==> src/rtl/zol_pkg.sv <==
package zol_pkg;

   typedef enum logic [1:0] {
      LK_BLOCK   = 2'd0,
      LK_SINGLE  = 2'd1,
      LK_ENDLESS = 2'd2,
      LK_RSVD    = 2'd3
   } loop_kind_e;

   // reserved code behaves as a counted block loop
   function automatic loop_kind_e norm_kind(input logic [1:0] raw);
      loop_kind_e k;
      k = loop_kind_e'(raw);
      if (k == LK_RSVD) k = LK_BLOCK;
      return k;
   endfunction

endpackage

==> src/rtl/zol_stack.sv <==
module zol_stack #(
   parameter int DW    = 8,
   parameter int DEPTH = 4,
   parameter int LW    = $clog2(DEPTH + 1)
) (
   input  logic          clk,
   input  logic          rst_n,
   input  logic          push,
   input  logic          pop,
   input  logic          upd,
   input  logic [DW-1:0] push_data,
   input  logic [DW-1:0] upd_data,
   output logic [DW-1:0] top_data,
   output logic [LW-1:0] level,
   output logic          full,
   output logic          empty
);

   localparam logic [LW-1:0] LVL_MAX = LW'(DEPTH);

   assign full  = (level == LVL_MAX);
   assign empty = (level == '0);

   always_ff @(posedge clk) begin
      if (!rst_n) begin
         level <= '0;
      end else if (push && !full) begin
         level <= level + LW'(1);
      end else if (pop && !empty) begin
         level <= level - LW'(1);
      end
   end

   generate
      if (DEPTH == 1) begin : g_one
         logic [DW-1:0] slot;
         always_ff @(posedge clk) begin
            if (!rst_n) begin
               slot <= '0;
            end else if (push && !full) begin
               slot <= push_data;
            end else if (upd && !empty) begin
               slot <= upd_data;
            end
         end
         assign top_data = empty ? '0 : slot;
      end else begin : g_many
         logic [DW-1:0] slot [DEPTH];
         logic [DEPTH-1:0] we_push;
         logic [DEPTH-1:0] we_upd;
         logic [DEPTH-1:0] sel_top;
         for (genvar i = 0; i < DEPTH; i++) begin : g_ent
            assign we_push[i] = push && (level == LW'(i));
            assign we_upd[i]  = upd  && (level == LW'(i + 1));
            assign sel_top[i] = (level == LW'(i + 1));
         end
         always_ff @(posedge clk) begin
            if (!rst_n) begin
               for (int i = 0; i < DEPTH; i++) slot[i] <= '0;
            end else begin
               for (int i = 0; i < DEPTH; i++) begin
                  if (we_push[i]) begin
                     slot[i] <= push_data;
                  end else if (we_upd[i]) begin
                     slot[i] <= upd_data;
                  end
               end
            end
         end
         always_comb begin
            top_data = '0;
            for (int i = 0; i < DEPTH; i++) begin
               if (sel_top[i]) top_data = slot[i];
            end
         end
      end
   endgenerate

endmodule

==> src/rtl/zol_seq.sv <==
module zol_seq
   import zol_pkg::*;
#(
   parameter int AW = 24,
   parameter int CW = 16
) (
   input  logic [AW-1:0] cur_addr,
   input  logic          cmd_valid,
   input  loop_kind_e    cmd_kind,
   input  logic [AW-1:0] cmd_start,
   input  logic [AW-1:0] cmd_end,
   input  logic [CW-1:0] cmd_count,
   input  logic          brk,
   input  logic          stk_empty,
   input  logic          stk_full,
   input  loop_kind_e    top_kind,
   input  logic [AW-1:0] top_start,
   input  logic [AW-1:0] top_end,
   input  logic [CW-1:0] top_count,
   output logic [AW-1:0] next_addr,
   output logic          push,
   output logic          pop,
   output logic          upd,
   output loop_kind_e    new_kind,
   output logic [AW-1:0] new_start,
   output logic [AW-1:0] new_end,
   output logic [CW-1:0] new_count,
   output logic [CW-1:0] dec_count,
   output logic          hold,
   output logic          ovf_set
);

   logic at_end;
   logic cmd_skip;

   assign at_end    = !stk_empty && (cur_addr == top_end);
   assign new_kind  = cmd_kind;
   assign new_start = cmd_start;
   assign new_end   = (cmd_kind == LK_SINGLE) ? cmd_start : cmd_end;
   assign new_count = cmd_count;
   assign dec_count = top_count - CW'(1);
   assign cmd_skip  = (cmd_kind != LK_ENDLESS) && (cmd_count == '0);

   always_comb begin
      next_addr = cur_addr + AW'(1);
      push      = 1'b0;
      pop       = 1'b0;
      upd       = 1'b0;
      hold      = 1'b0;
      ovf_set   = 1'b0;
      if (brk) begin
         if (!stk_empty) begin
            pop       = 1'b1;
            next_addr = top_end + AW'(1);
         end
      end else if (cmd_valid) begin
         if (cmd_skip) begin
            next_addr = new_end + AW'(1);
         end else if (stk_full) begin
            ovf_set = 1'b1;
         end else begin
            push      = 1'b1;
            next_addr = cmd_start;
         end
      end else if (at_end) begin
         if (top_kind == LK_ENDLESS) begin
            next_addr = top_start;
         end else if (top_count > CW'(1)) begin
            next_addr = top_start;
            upd       = 1'b1;
            hold      = (top_kind == LK_SINGLE);
         end else begin
            pop       = 1'b1;
            next_addr = top_end + AW'(1);
         end
      end
   end

endmodule

==> src/rtl/zol_ctrl.sv <==
module zol_ctrl
   import zol_pkg::*;
#(
   parameter int          AW       = 24,
   parameter int          CW       = 16,
   parameter int          DEPTH    = 4,
   parameter logic [AW-1:0] RST_ADDR = '0
) (
   input  logic          clk,
   input  logic          rst_n,
   input  logic          cmd_valid,
   input  logic [1:0]    cmd_kind,
   input  logic [AW-1:0] cmd_start,
   input  logic [AW-1:0] cmd_end,
   input  logic [CW-1:0] cmd_count,
   input  logic          brk,
   output logic [AW-1:0] fetch_addr,
   output logic          hold,
   output logic          loop_active,
   output logic          ovf_err
);

   localparam int FW = 2 + 2 * AW + CW;
   localparam int LW = $clog2(DEPTH + 1);

   generate
      if (AW < 2) begin : g_bad_aw
         $error("zol_ctrl: AW must be at least 2");
      end
      if (CW < 2) begin : g_bad_cw
         $error("zol_ctrl: CW must be at least 2");
      end
      if (DEPTH < 1) begin : g_bad_depth
         $error("zol_ctrl: DEPTH must be at least 1");
      end
   endgenerate

   logic [AW-1:0] next_addr;
   logic          do_push, do_pop, do_upd, ovf_set;
   logic          stk_full, stk_empty;
   logic [LW-1:0] stk_level;
   logic [FW-1:0] top_data, push_data, upd_data;
   loop_kind_e    top_kind, new_kind;
   logic [AW-1:0] top_start, top_end, new_start, new_end;
   logic [CW-1:0] top_count, new_count, dec_count;

   assign top_kind  = loop_kind_e'(top_data[FW-1 -: 2]);
   assign top_start = top_data[FW-3 -: AW];
   assign top_end   = top_data[CW +: AW];
   assign top_count = top_data[CW-1:0];
   assign push_data = {new_kind, new_start, new_end, new_count};
   assign upd_data  = {top_data[FW-1:CW], dec_count};

   zol_seq #(.AW(AW), .CW(CW)) u_seq (
      .cur_addr  (fetch_addr),
      .cmd_valid (cmd_valid),
      .cmd_kind  (norm_kind(cmd_kind)),
      .cmd_start (cmd_start),
      .cmd_end   (cmd_end),
      .cmd_count (cmd_count),
      .brk       (brk),
      .stk_empty (stk_empty),
      .stk_full  (stk_full),
      .top_kind  (top_kind),
      .top_start (top_start),
      .top_end   (top_end),
      .top_count (top_count),
      .next_addr (next_addr),
      .push      (do_push),
      .pop       (do_pop),
      .upd       (do_upd),
      .new_kind  (new_kind),
      .new_start (new_start),
      .new_end   (new_end),
      .new_count (new_count),
      .dec_count (dec_count),
      .hold      (hold),
      .ovf_set   (ovf_set)
   );

   zol_stack #(.DW(FW), .DEPTH(DEPTH), .LW(LW)) u_stk (
      .clk       (clk),
      .rst_n     (rst_n),
      .push      (do_push),
      .pop       (do_pop),
      .upd       (do_upd),
      .push_data (push_data),
      .upd_data  (upd_data),
      .top_data  (top_data),
      .level     (stk_level),
      .full      (stk_full),
      .empty     (stk_empty)
   );

   always_ff @(posedge clk) begin
      if (!rst_n) begin
         fetch_addr <= RST_ADDR;
         ovf_err    <= 1'b0;
      end else begin
         fetch_addr <= next_addr;
         if (ovf_set) ovf_err <= 1'b1;
      end
   end

   assign loop_active = !stk_empty;

endmodule

==> config.mk <==
export PLATFORM = sky130hd
export DESIGN_NAME = zol_ctrl
export DESIGN_NICKNAME = d
export VERILOG_FILES = /design/src/rtl/zol_pkg.sv /design/src/rtl/zol_stack.sv /design/src/rtl/zol_seq.sv /design/src/rtl/zol_ctrl.sv
export SDC_FILE = /design/constraint.sdc
export NUM_CORES = 1
export LEC_CHECK = 0
export CELL_PAD_IN_SITES_DETAIL_PLACEMENT = 0
export CELL_PAD_IN_SITES_GLOBAL_PLACEMENT = 1
export CORE_MARGIN = 4
export CORE_UTILIZATION = 49
export CTS_CLUSTER_DIAMETER = 200
export CTS_CLUSTER_SIZE = 40
export DETAILED_ROUTE_END_ITERATION = 6
export PLACE_DENSITY = 0.92
export SYNTH_ARGS = -nofsm -noshare
export SYNTH_HDL_FRONTEND = slang
export SYNTH_SLANG_ARGS = --single-unit
==> constraint.sdc <==
create_clock -name clk -period 13.44 [get_ports clk]
set_input_delay 2.688 -clock clk [delete_from_list [all_inputs] [get_ports clk]]
set_output_delay 2.688 -clock clk [all_outputs]
set_load 0.05 [all_outputs]
==> flow_summary.json, run 1 <==
{
  "cts_buffers": 11,
  "path_cells": "inv_1, ha_1, and2_4, a221oi_1, o2bb2ai_2, xnor2_1, or4_4, nor4_4, buf_4, nand2_1, nor4b_1, clkdlybuf4s50_1",
  "fin_crit_ns": 8.85,
  "grt_pass1_wl_microns": 94900,
  "place_ws_ns": 5.30,
  "ys.warnings.count": 0,
  "relSlewSlack_pct": 12.3,
  "rsz0062_at_grt": "false",
  "stdcell_count": 2188,
  "hp-class": "register to register",
  "end_kind": "output port",
  "worst_slew_pin_slew_ns": 1.31,
  "ys_seq_area_share_pct": 47.9,
  "ant_nets": 0,
  "synth_seq_cells": 292,
  "synth_cells": 1718,
  "avgSynthCellArea_sq_um": 10.3,
  "ys.flop_type": "edfxtp_1",
  "start_util_pct": 49.7,
  "antenna_found_initial": 0,
  "wl_per_cell_microns": 29.6,
  "fmax_mhz": 113,
  "ctsRootBufferMaster": "clkbuf_16",
  "drive_above_1_share_pct": 7.18,
  "netlist_area_sq_um": 17700,
  "area_growth_pct": 8.88,
  "ir_drop_uv": 112,
  "synth.distinct_cells": 80,
  "io_buffers": 96,
  "worstSetupPathType": "register to output port",
  "fp.dieW_microns": 198,
  "maxCapViolations": 0,
  "placed_cells": 2171,
  "rows": 69,
  "final_cell_mix": "264 x edfxtp_1, 143 x a22o_1, 134 x nand2_1",
  "cts_tree": "yes",
  "vias": 15700,
  "grt_start_max_net_pins": 90,
  "status": "complete, but fails checks",
  "drt-total-wl_microns": 64800,
  "setup_viol": 0,
  "cts.path.max_buffers": 3,
  "drt_pass1_iterations": 7,
  "die-area_sq_um": 39300,
  "clkSlewWorstSetupHoldPaths_ns": 0.15,
  "crit_path_start_kind": "register",
  "finalHoldViolations": 0,
  "synthesis.nets": 1799,
  "first_global_vias": 14800,
  "n_fill_cell": 3141,
  "diodes": 0,
  "crit_required_ns": 10.75,
  "insertion_delay_ns": 0.54,
  "core_sq_um": 35700,
  "layout.nets": 1804,
  "die_h_microns": 198,
  "ctsHoldBuffers": 0,
  "worst_path_max_delay_cell": "clkdlybuf4s50_1",
  "powerDensity_nw_per_um2": 174,
  "fin_util_pct": 54.1,
  "drc": 1,
  "fin_tns_setup_ns": 0,
  "cts_resized": 0,
  "overflow": 0,
  "violations": "DRC",
  "skew_ns": 0.0534,
  "synth_edf_count": 264,
  "cts_max_level": 1,
  "cts_sinks": 292,
  "grt_usage_pct": 31.6,
  "crit_family": "simple AND/OR/NAND/NOR gates",
  "cts_setup_buffers": 0,
  "cp_max_fo": 54,
  "vias_per_cell": 7.20,
  "dp_hpwl_microns": 43000,
  "crit_buf_inv": 3,
  "setup_ws_ns": 4.59,
  "worst_ep_arrival_time_ns": 6.17,
  "async_reset_ff_share_pct": 0,
  "drt_iter0_markers": 2373,
  "max_stage_delay_ns": 0.91,
  "drv_slew": 0,
  "mostFrequentLayoutCell": "edfxtp_1",
  "power.leakage_nw": 6.46,
  "ioPinCount": 97,
  "fin_crit_sh_pct": 65.9,
  "gp_congestion": 1.05
}
[Yosys cell counts (all sizes together), types with 4 or more instances]
cell type | number | share of area, %
a22o | 143 | 7.1
xnor2 | 55 | 2.7
nor3 | 33 | 1.1
or4 | 9 | 0.42
o32ai | 5 | 0.25
a31oi | 10 | 0.35
a22oi | 24 | 1.0
or2 | 27 | 0.95
a21o | 8 | 0.34
o2bb2ai | 26 | 1.5
nor2b | 10 | 0.35
a221o | 9 | 0.51
nand3 | 29 | 0.82
or3 | 12 | 0.42
nor3b | 9 | 0.44
nand4 | 11 | 0.39
ha | 11 | 0.78
nand2b | 16 | 0.56
nor4bb | 8 | 0.45
nand3b | 15 | 0.64
o211ai | 14 | 0.59
o211a | 6 | 0.34
and2 | 10 | 0.35
a221oi | 23 | 1.2
a211oi | 22 | 0.93
nor4 | 22 | 0.90
xor2 | 26 | 1.3
nand2 | 135 | 2.9
o21ai | 85 | 2.4
dfxtp | 28 | 3.2
mux2i | 41 | 2.3
buf | 62 | 2.3
a21oi | 88 | 2.5
nand4b | 11 | 0.54
nor2 | 118 | 2.5
inv | 30 | 0.64
a2111oi | 7 | 0.37
a32o | 23 | 1.3
and3 | 14 | 0.49
a211o | 4 | 0.20
mux2 | 6 | 0.38
edfxtp | 264 | 45
o22ai | 95 | 3.4
clkbuf | 87 | 1.8
[worst reg2reg max path, delay by kind of cell, from the launching register on]
family                   cells  cell delay, ns
AND/OR/NAND/NOR              7            2.39
buffers and inverters        4            2.07
AO/OA/AOI/OAI                2            0.78
adder cells (fa/ha/maj)      2            0.69
flip-flops                   1            0.42
[stage by stage]
stage / instance area, sq um / hold slack, ns / power (mW)
2_1_floorplan: 17700 / 0.519 / 2.33
3_3_place_gp: 19000 / 0.529 / 2.85
3_5_place_dp: 19000 / 0.550 / 2.88
4_1_cts: 19300 / 0.579 / 3.31
5_1_grt: 19300 / 0.610 / 3.49
6_report: 19300 / 0.594 / 3.36
[cells by family after synthesis]
| kind of cell | share of synthesized area (%) |
|---|---|
| buffers and inverters | 4.81 |
| AND/OR/NAND/NOR | 14.8 |
| flip-flops | 47.9 |
| multiplexers | 2.70 |
| XOR/XNOR | 4.00 |
| AO/OA/AOI/OAI | 25.0 |
| adder cells (fa/ha/maj) | 0.776 |
[layer usage]
metal / global-route usage, % / wire length (microns) / vias up
met5: 0 / 0 / -
met4: 16.2 / 4000 / 0
met3: 3.96 / 6590 / 212
met2: 49.7 / 29200 / 1140
met1: 43.3 / 25000 / 7663
li1: - / - / 6728
[power by group]
group	switching (mW)	total, mW	internal (mW)
registers	0.0752	1.17	1.10
logic	1.20	1.74	0.542
clock network	0.288	0.449	0.160
[registers in the layout, indices dropped and copies added (netlist names)]
signal             cells
u_stk.level            3
u_stk.g_many.slot    264
ovf_err                1
fetch_addr            24
[path summary, 6_finish.rpt]
path / start / endpoint / slack [ns] / cells after the start
worst max register to register: u_stk.level[1]$_SDFFE_PN0P_ / u_stk.g_many.slot[1][53]$_SDFFCE_PN0P_ / 6.69 / 15
worst min-delay path: ovf_err$_SDFFE_PN0P_ / ovf_err$_SDFFE_PN0P_ / 0.59 / 2
worst max-delay path: u_stk.level[0]$_SDFFE_PN0P_ / hold / 4.59 / 12
worst min register to register: ovf_err$_SDFFE_PN0P_ / ovf_err$_SDFFE_PN0P_ / 0.59 / 2
[area by class of cell]
cell class / count / area (sq um) / share of cell area (%)
inverter: 30 / 113 / 0.583
clock buffer: 16 / 294 / 1.52
sequential: 292 / 8490 / 44.0
tap: 461 / 577 / 2.99
timing repair buffer: 141 / 1300 / 6.73
clock inverter: 1 / 30.0 / 0.156
multi-input combinational: 1247 / 8500 / 44.0
No activity file was read; power rests on OpenSTA's default activity.
==> run 2, diff against run 1 <==
Settings changed: CORE_UTILIZATION 49 to 44, PLACE_DENSITY 0.92 to 0.87.
Clock period 13.44 ns to 7.3 ns, I/O delays scaled along.
==> run 2 against run 1 <==
Worst hold slack got worse by 0.028 ns. Combinational power rose by 84%. Die area rose by 11%. Global-route usage fell by 3.7 points. Sequential share of layout area fell by 0.49 points. Utilization fell by 5.1 points. Cell area rose by 1.1%. The flow still finishes with violations (DRC). Critical path depth rose by 2. Count of clock-buffer cells in the layout did not move. First-iteration DRC count fell by 15%.
==> flow_summary.json, run 2 (synthesized netlist as in run 1, its figures left out) <==
{
  "relSlewSlack_pct": 11.2,
  "ant_nets": 0,
  "finalHoldViolations": 0,
  "area_growth_pct": 10.1,
  "grt_pass1_wl_microns": 95300,
  "wl_per_cell_microns": 28.5,
  "core_sq_um": 39800,
  "fp.dieW_microns": 209,
  "diodes": 0,
  "cts_setup_buffers": 0,
  "drv_slew": 0,
  "rsz0062_at_grt": "false",
  "fin_crit_ns": 6.84,
  "p_switching_mw": 2.86,
  "maxCapViolations": 0,
  "hp-class": "register to register",
  "vias": 15800,
  "io_buffers": 96,
  "gr-max-usage-layer": "met2",
  "worst_ep_arrival_time_ns": 5.38,
  "drt_pass1_iterations": 7,
  "p_seq_share_pct": 34.9,
  "grt_util_met1_pct": 37.3,
  "swShare_pct": 46.2,
  "grtUsageMet2_pct": 44.8,
  "gp_congestion": 1.00,
  "drt-total-wl_microns": 64500,
  "cts.path.max_buffers": 3,
  "layout.nets": 1811,
  "cts_max_level": 1,
  "drive_above_1_share_pct": 7.50,
  "worstSetupPathType": "register to output port",
  "fin_crit_sh_pct": 93.7,
  "insertion_delay_ns": 0.54,
  "intPower_mw": 3.34,
  "first_global_vias": 15200,
  "skew_ns": 0.0626,
  "vias_per_cell": 6.99,
  "fin_util_pct": 49.0,
  "status": "complete, but fails checks",
  "cts_resized": 0,
  "top_register": "u_stk.g_many.slot",
  "ctsHoldBuffers": 0,
  "drc": 7,
  "worst_slew_pin_slew_ns": 1.32,
  "ctsRootBufferMaster": "clkbuf_16",
  "overflow": 0,
  "setup_viol": 0,
  "cts_buffers": 11,
  "ioPinCount": 97,
  "ir_drop_uv": 223,
  "cp_max_fo": 41,
  "reg_top3": "u_stk.g_many.slot: 264 flops, fetch_addr: 24 flops, u_stk.level: 3 flops",
  "end_kind": "output port",
  "crit_path_start_kind": "register",
  "crit_required_ns": 5.84,
  "clkSlewWorstSetupHoldPaths_ns": 0.16,
  "die-area_sq_um": 43600,
  "grt_use_met3_pct": 5.39,
  "final_cell_mix": "264 x edfxtp_1, 143 x a22o_1, 134 x nand2_1",
  "power.leakage_nw": 6.53,
  "die_h_microns": 209,
  "mostFrequentLayoutCell": "edfxtp_1",
  "cts_tree": "yes",
  "rows": 73,
  "cts_sinks": 292,
  "fin_tns_setup_ns": 0,
  "fmax_mhz": 146,
  "violations": "DRC",
  "antenna_found_initial": 1,
  "grt_start_max_net_pins": 85,
  "grt_usage_pct": 28.0,
  "dp_hpwl_microns": 42500,
  "combinationalPowerShare_pct": 51.6,
  "p_clk_share_pct": 13.5,
  "largest_reg_flops": 264,
  "start_util_pct": 44.5,
  "drt_iter0_markers": 2006,
  "powerDensity_nw_per_um2": 318
}
==> run 2: cell types whose count changed in the layout (fill, tap and decap cells not counted), sizes merged <==
| cell | before | now |
|---|---|---|
| buf | 45 | 53 |
| clkdlybuf4s50 | 96 | 95 |
==> run 2: stage by stage <==
stage	instances	instance area (sq um)	hold WS (ns)	worst slack, ns	power (mW)
4_1_cts	2259	19500	0.564	0.520	6.11
3_3_place_gp	2242	19200	0.539	1.20	5.27
6_report	2259	19500	0.566	0.459	6.20
5_1_grt	2259	19500	0.578	0.341	6.44
3_5_place_dp	2242	19200	0.540	1.11	5.31
2_1_floorplan	1718	17700	0.519	0.200	4.29
==> run 2: cell type report <==
class,instances,area (sq um)
sequential,292,8490
tap,525,657
multi-input combinational,1247,8500
clock buffer,16,294
timing repair buffer,148,1440
fill,3682,20300
clock inverter,1,30.0
inverter,30,113
==> run 2: power by group through the flow <==
stage / clock network [mW] / registers [mW] / logic [mW]
floorplan: 0 / 2.24 / 2.04
global placement: 0 / 2.19 / 3.08
detailed placement: 0 / 2.20 / 3.11
CTS: 0.828 / 2.16 / 3.13
global route: 0.881 / 2.18 / 3.38
finish: 0.836 / 2.16 / 3.20
==> run 2: layer usage <==
metal / up-vias / routed length [microns]
li1: 6736 / -
met1: 7723 / 24700
met2: 1107 / 29000
met3: 220 / 7330
met4: 0 / 3410
met5: - / 0
==> run 2: worst max-delay path: stages (launching register included) <==
cell and delay (ns):
dfxtp_2 0.65, inv_1 0.21, ha_4 0.37, nor4b_4 0.87, buf_4 0.41, a221o_1 0.24
a21o_1 0.12, nand4b_1 0.13, or4_1 0.62, nor4_4 0.32, nand2_1 0.08, buf_4 0.18
nor4b_1 0.33, buf_4 0.20, buf_12 0.13
==> run 2: final timing paths <==
path,from,endpoint,slack (ns),cells past startpoint
min reg2reg,ovf_err$_SDFFE_PN0P_,ovf_err$_SDFFE_PN0P_,0.57,2
min,ovf_err$_SDFFE_PN0P_,ovf_err$_SDFFE_PN0P_,0.57,2
max,u_stk.level[2]$_SDFFE_PN0P_,hold,0.46,14
max reg2reg,u_stk.level[2]$_SDFFE_PN0P_,u_stk.g_many.slot[2][5]$_SDFFCE_PN0P_,1.18,14
==> run 3, diff against run 2 <==
Settings changed: CORE_UTILIZATION 44 to 49, PLACE_DENSITY 0.87 to 0.92, SLEW_MARGIN set to 20.
Clock period 7.3 ns to 7.5 ns, I/O delays scaled along.
==> run 3 against run 2 <==
The run now ends clean. Combinational power is essentially flat. Utilization grew 5.5 points. Sequential share of layout area grew 0.15 points. Highest routed layer unchanged.
==> flow_summary.json, run 3 (synthesized netlist as in run 1, its figures left out) <==
{
  "wl_per_cell_microns": 30.3,
  "powerDensity_nw_per_um2": 313,
  "dp_hpwl_microns": 44500,
  "gp_congestion": 0.972,
  "start_util_pct": 49.7,
  "crit_required_ns": 6.00,
  "mostFrequentLayoutCell": "edfxtp_1",
  "final_cell_mix": "264 x edfxtp_1, 143 x a22o_1, 134 x nand2_1",
  "vias": 15900,
  "fin_crit_sh_pct": 90.0,
  "multi_input_area_sq_um": 8530,
  "fp.dieW_microns": 198,
  "fin_area_sq_um": 19500,
  "drt-total-wl_microns": 66600,
  "finalHoldViolations": 0,
  "worst_slew_pin_slew_ns": 1.12,
  "cts_setup_buffers": 0,
  "ioPinCount": 97,
  "fin_crit_ns": 6.75,
  "drt_pass1_iterations": 6,
  "power.leakage_nw": 6.53,
  "antenna_found_initial": 0,
  "drt_iter0_markers": 2489,
  "stdcell_count": 2199,
  "n_fill_cell": 3090,
  "ctsRootBufferMaster": "clkbuf_16",
  "core_sq_um": 35700,
  "end_kind": "output port",
  "ctsHoldBuffers": 0,
  "reg_top3": "u_stk.g_many.slot: 264 flops, fetch_addr: 24 flops, u_stk.level: 3 flops",
  "cts_buffers": 11,
  "cts_max_level": 1,
  "fin_tns_setup_ns": 0,
  "first_global_vias": 14800,
  "worst_ep_arrival_time_ns": 5.25,
  "die_h_microns": 198,
  "grt_start_max_net_pins": 76,
  "grt_pass1_wl_microns": 97200,
  "register_area_sq_um": 8490,
  "drv_slew": 0,
  "grt_usage_pct": 32.7,
  "overflow": 0,
  "rsz0062_at_grt": "false",
  "fin_util_pct": 54.6,
  "drc": 0,
  "relSlewSlack_pct": 25.0,
  "top_register": "u_stk.g_many.slot",
  "placed_cells": 2180,
  "area_growth_pct": 9.73,
  "hp-class": "register to register",
  "cts_sinks": 292,
  "cp_max_fo": 49,
  "cts_resized": 0,
  "layout.nets": 1813,
  "status": "finished clean",
  "ant_nets": 0,
  "insertion_delay_ns": 0.54,
  "io_buffers": 96,
  "fmax_mhz": 148,
  "ir_drop_uv": 183,
  "cts_tree": "yes",
  "cts.path.max_buffers": 3,
  "rows": 69,
  "crit_path_start_kind": "register",
  "largest_reg_flops": 264,
  "power.total_mw": 6.08,
  "vias_per_cell": 7.21,
  "skew_ns": 0.0674,
  "setup_viol": 0,
  "drive_above_1_share_pct": 8.01,
  "place_area_sq_um": 19100,
  "worstSetupPathType": "register to output port",
  "maxCapViolations": 0,
  "clkSlewWorstSetupHoldPaths_ns": 0.16,
  "die-area_sq_um": 39300
}
run 3: cell count changes in the layout (fill, tap and decap cells not counted), sizes merged:
| cell | change |
|---|---|
| buf | +2 |
| diode | +2 |
run 3: cell type report:
cell class / count / share of cell area [%]
repair buffers: 150 / 7.27
clock inverters: 1 / 0.154
clock buffers: 16 / 1.51
well taps: 461 / 2.97
multi-input cells: 1247 / 43.9
flip-flops and latches: 292 / 43.6
inverters: 30 / 0.579
diodes: 2 / 0.0257
run 3: per-layer routing:
layer	vias to the layer above	global-route usage, %	part of all wire [%]	wire length [microns]
li1	6749	-	-	-
met1	7722	45.4	38	25400
met2	1203	50.9	45	30100
met3	186	5.33	11	7590
met4	0	14.5	5.3	3510
met5	-	0	0	0
run 3: through the flow:
| step | worst slack (ns) | hold slack [ns] |
|---|---|---|
| 2_1_floorplan | 0.360 | 0.519 |
| 3_3_place_gp | 1.37 | 0.507 |
| 3_5_place_dp | 1.51 | 0.520 |
| 4_1_cts | 0.931 | 0.556 |
| 5_1_grt | 0.555 | 0.577 |
| 6_report | 0.749 | 0.559 |
run 3: where the power goes:
part | total (mW) | internal, mW | leakage (nW) | switching, mW
Clock | 0.817 | 0.287 | 0.153 | 0.530
Combinational | 3.18 | 0.988 | 3.40 | 2.19
Sequential | 2.09 | 1.97 | 2.98 | 0.120
Total | 6.08 | 3.24 | 6.53 | 2.84
run 3: final timing paths:
kind	start	end	slack [ns]	cells past startpoint
hold reg to reg	ovf_err$_SDFFE_PN0P_	ovf_err$_SDFFE_PN0P_	0.56	2
setup reg to reg	u_stk.level[1]$_SDFFE_PN0P_	u_stk.g_many.slot[2][3]$_SDFFCE_PN0P_	1.59	15
setup / recovery	u_stk.level[2]$_SDFFE_PN0P_	hold	0.75	11
hold / removal	ovf_err$_SDFFE_PN0P_	ovf_err$_SDFFE_PN0P_	0.56	2
run 3: worst max-delay path, cell delays in order, from the launching register on:
cell and delay [ns]:
dfxtp_2 0.36, buf_4 0.57, nand2_2 0.75, nor2_1 0.43, or2_2 0.26, xnor2_1 0.07, or4_1 0.64, nor4_4 0.31
nand2_1 0.08, buf_4 0.19, nor4b_1 0.82, buf_12 0.23
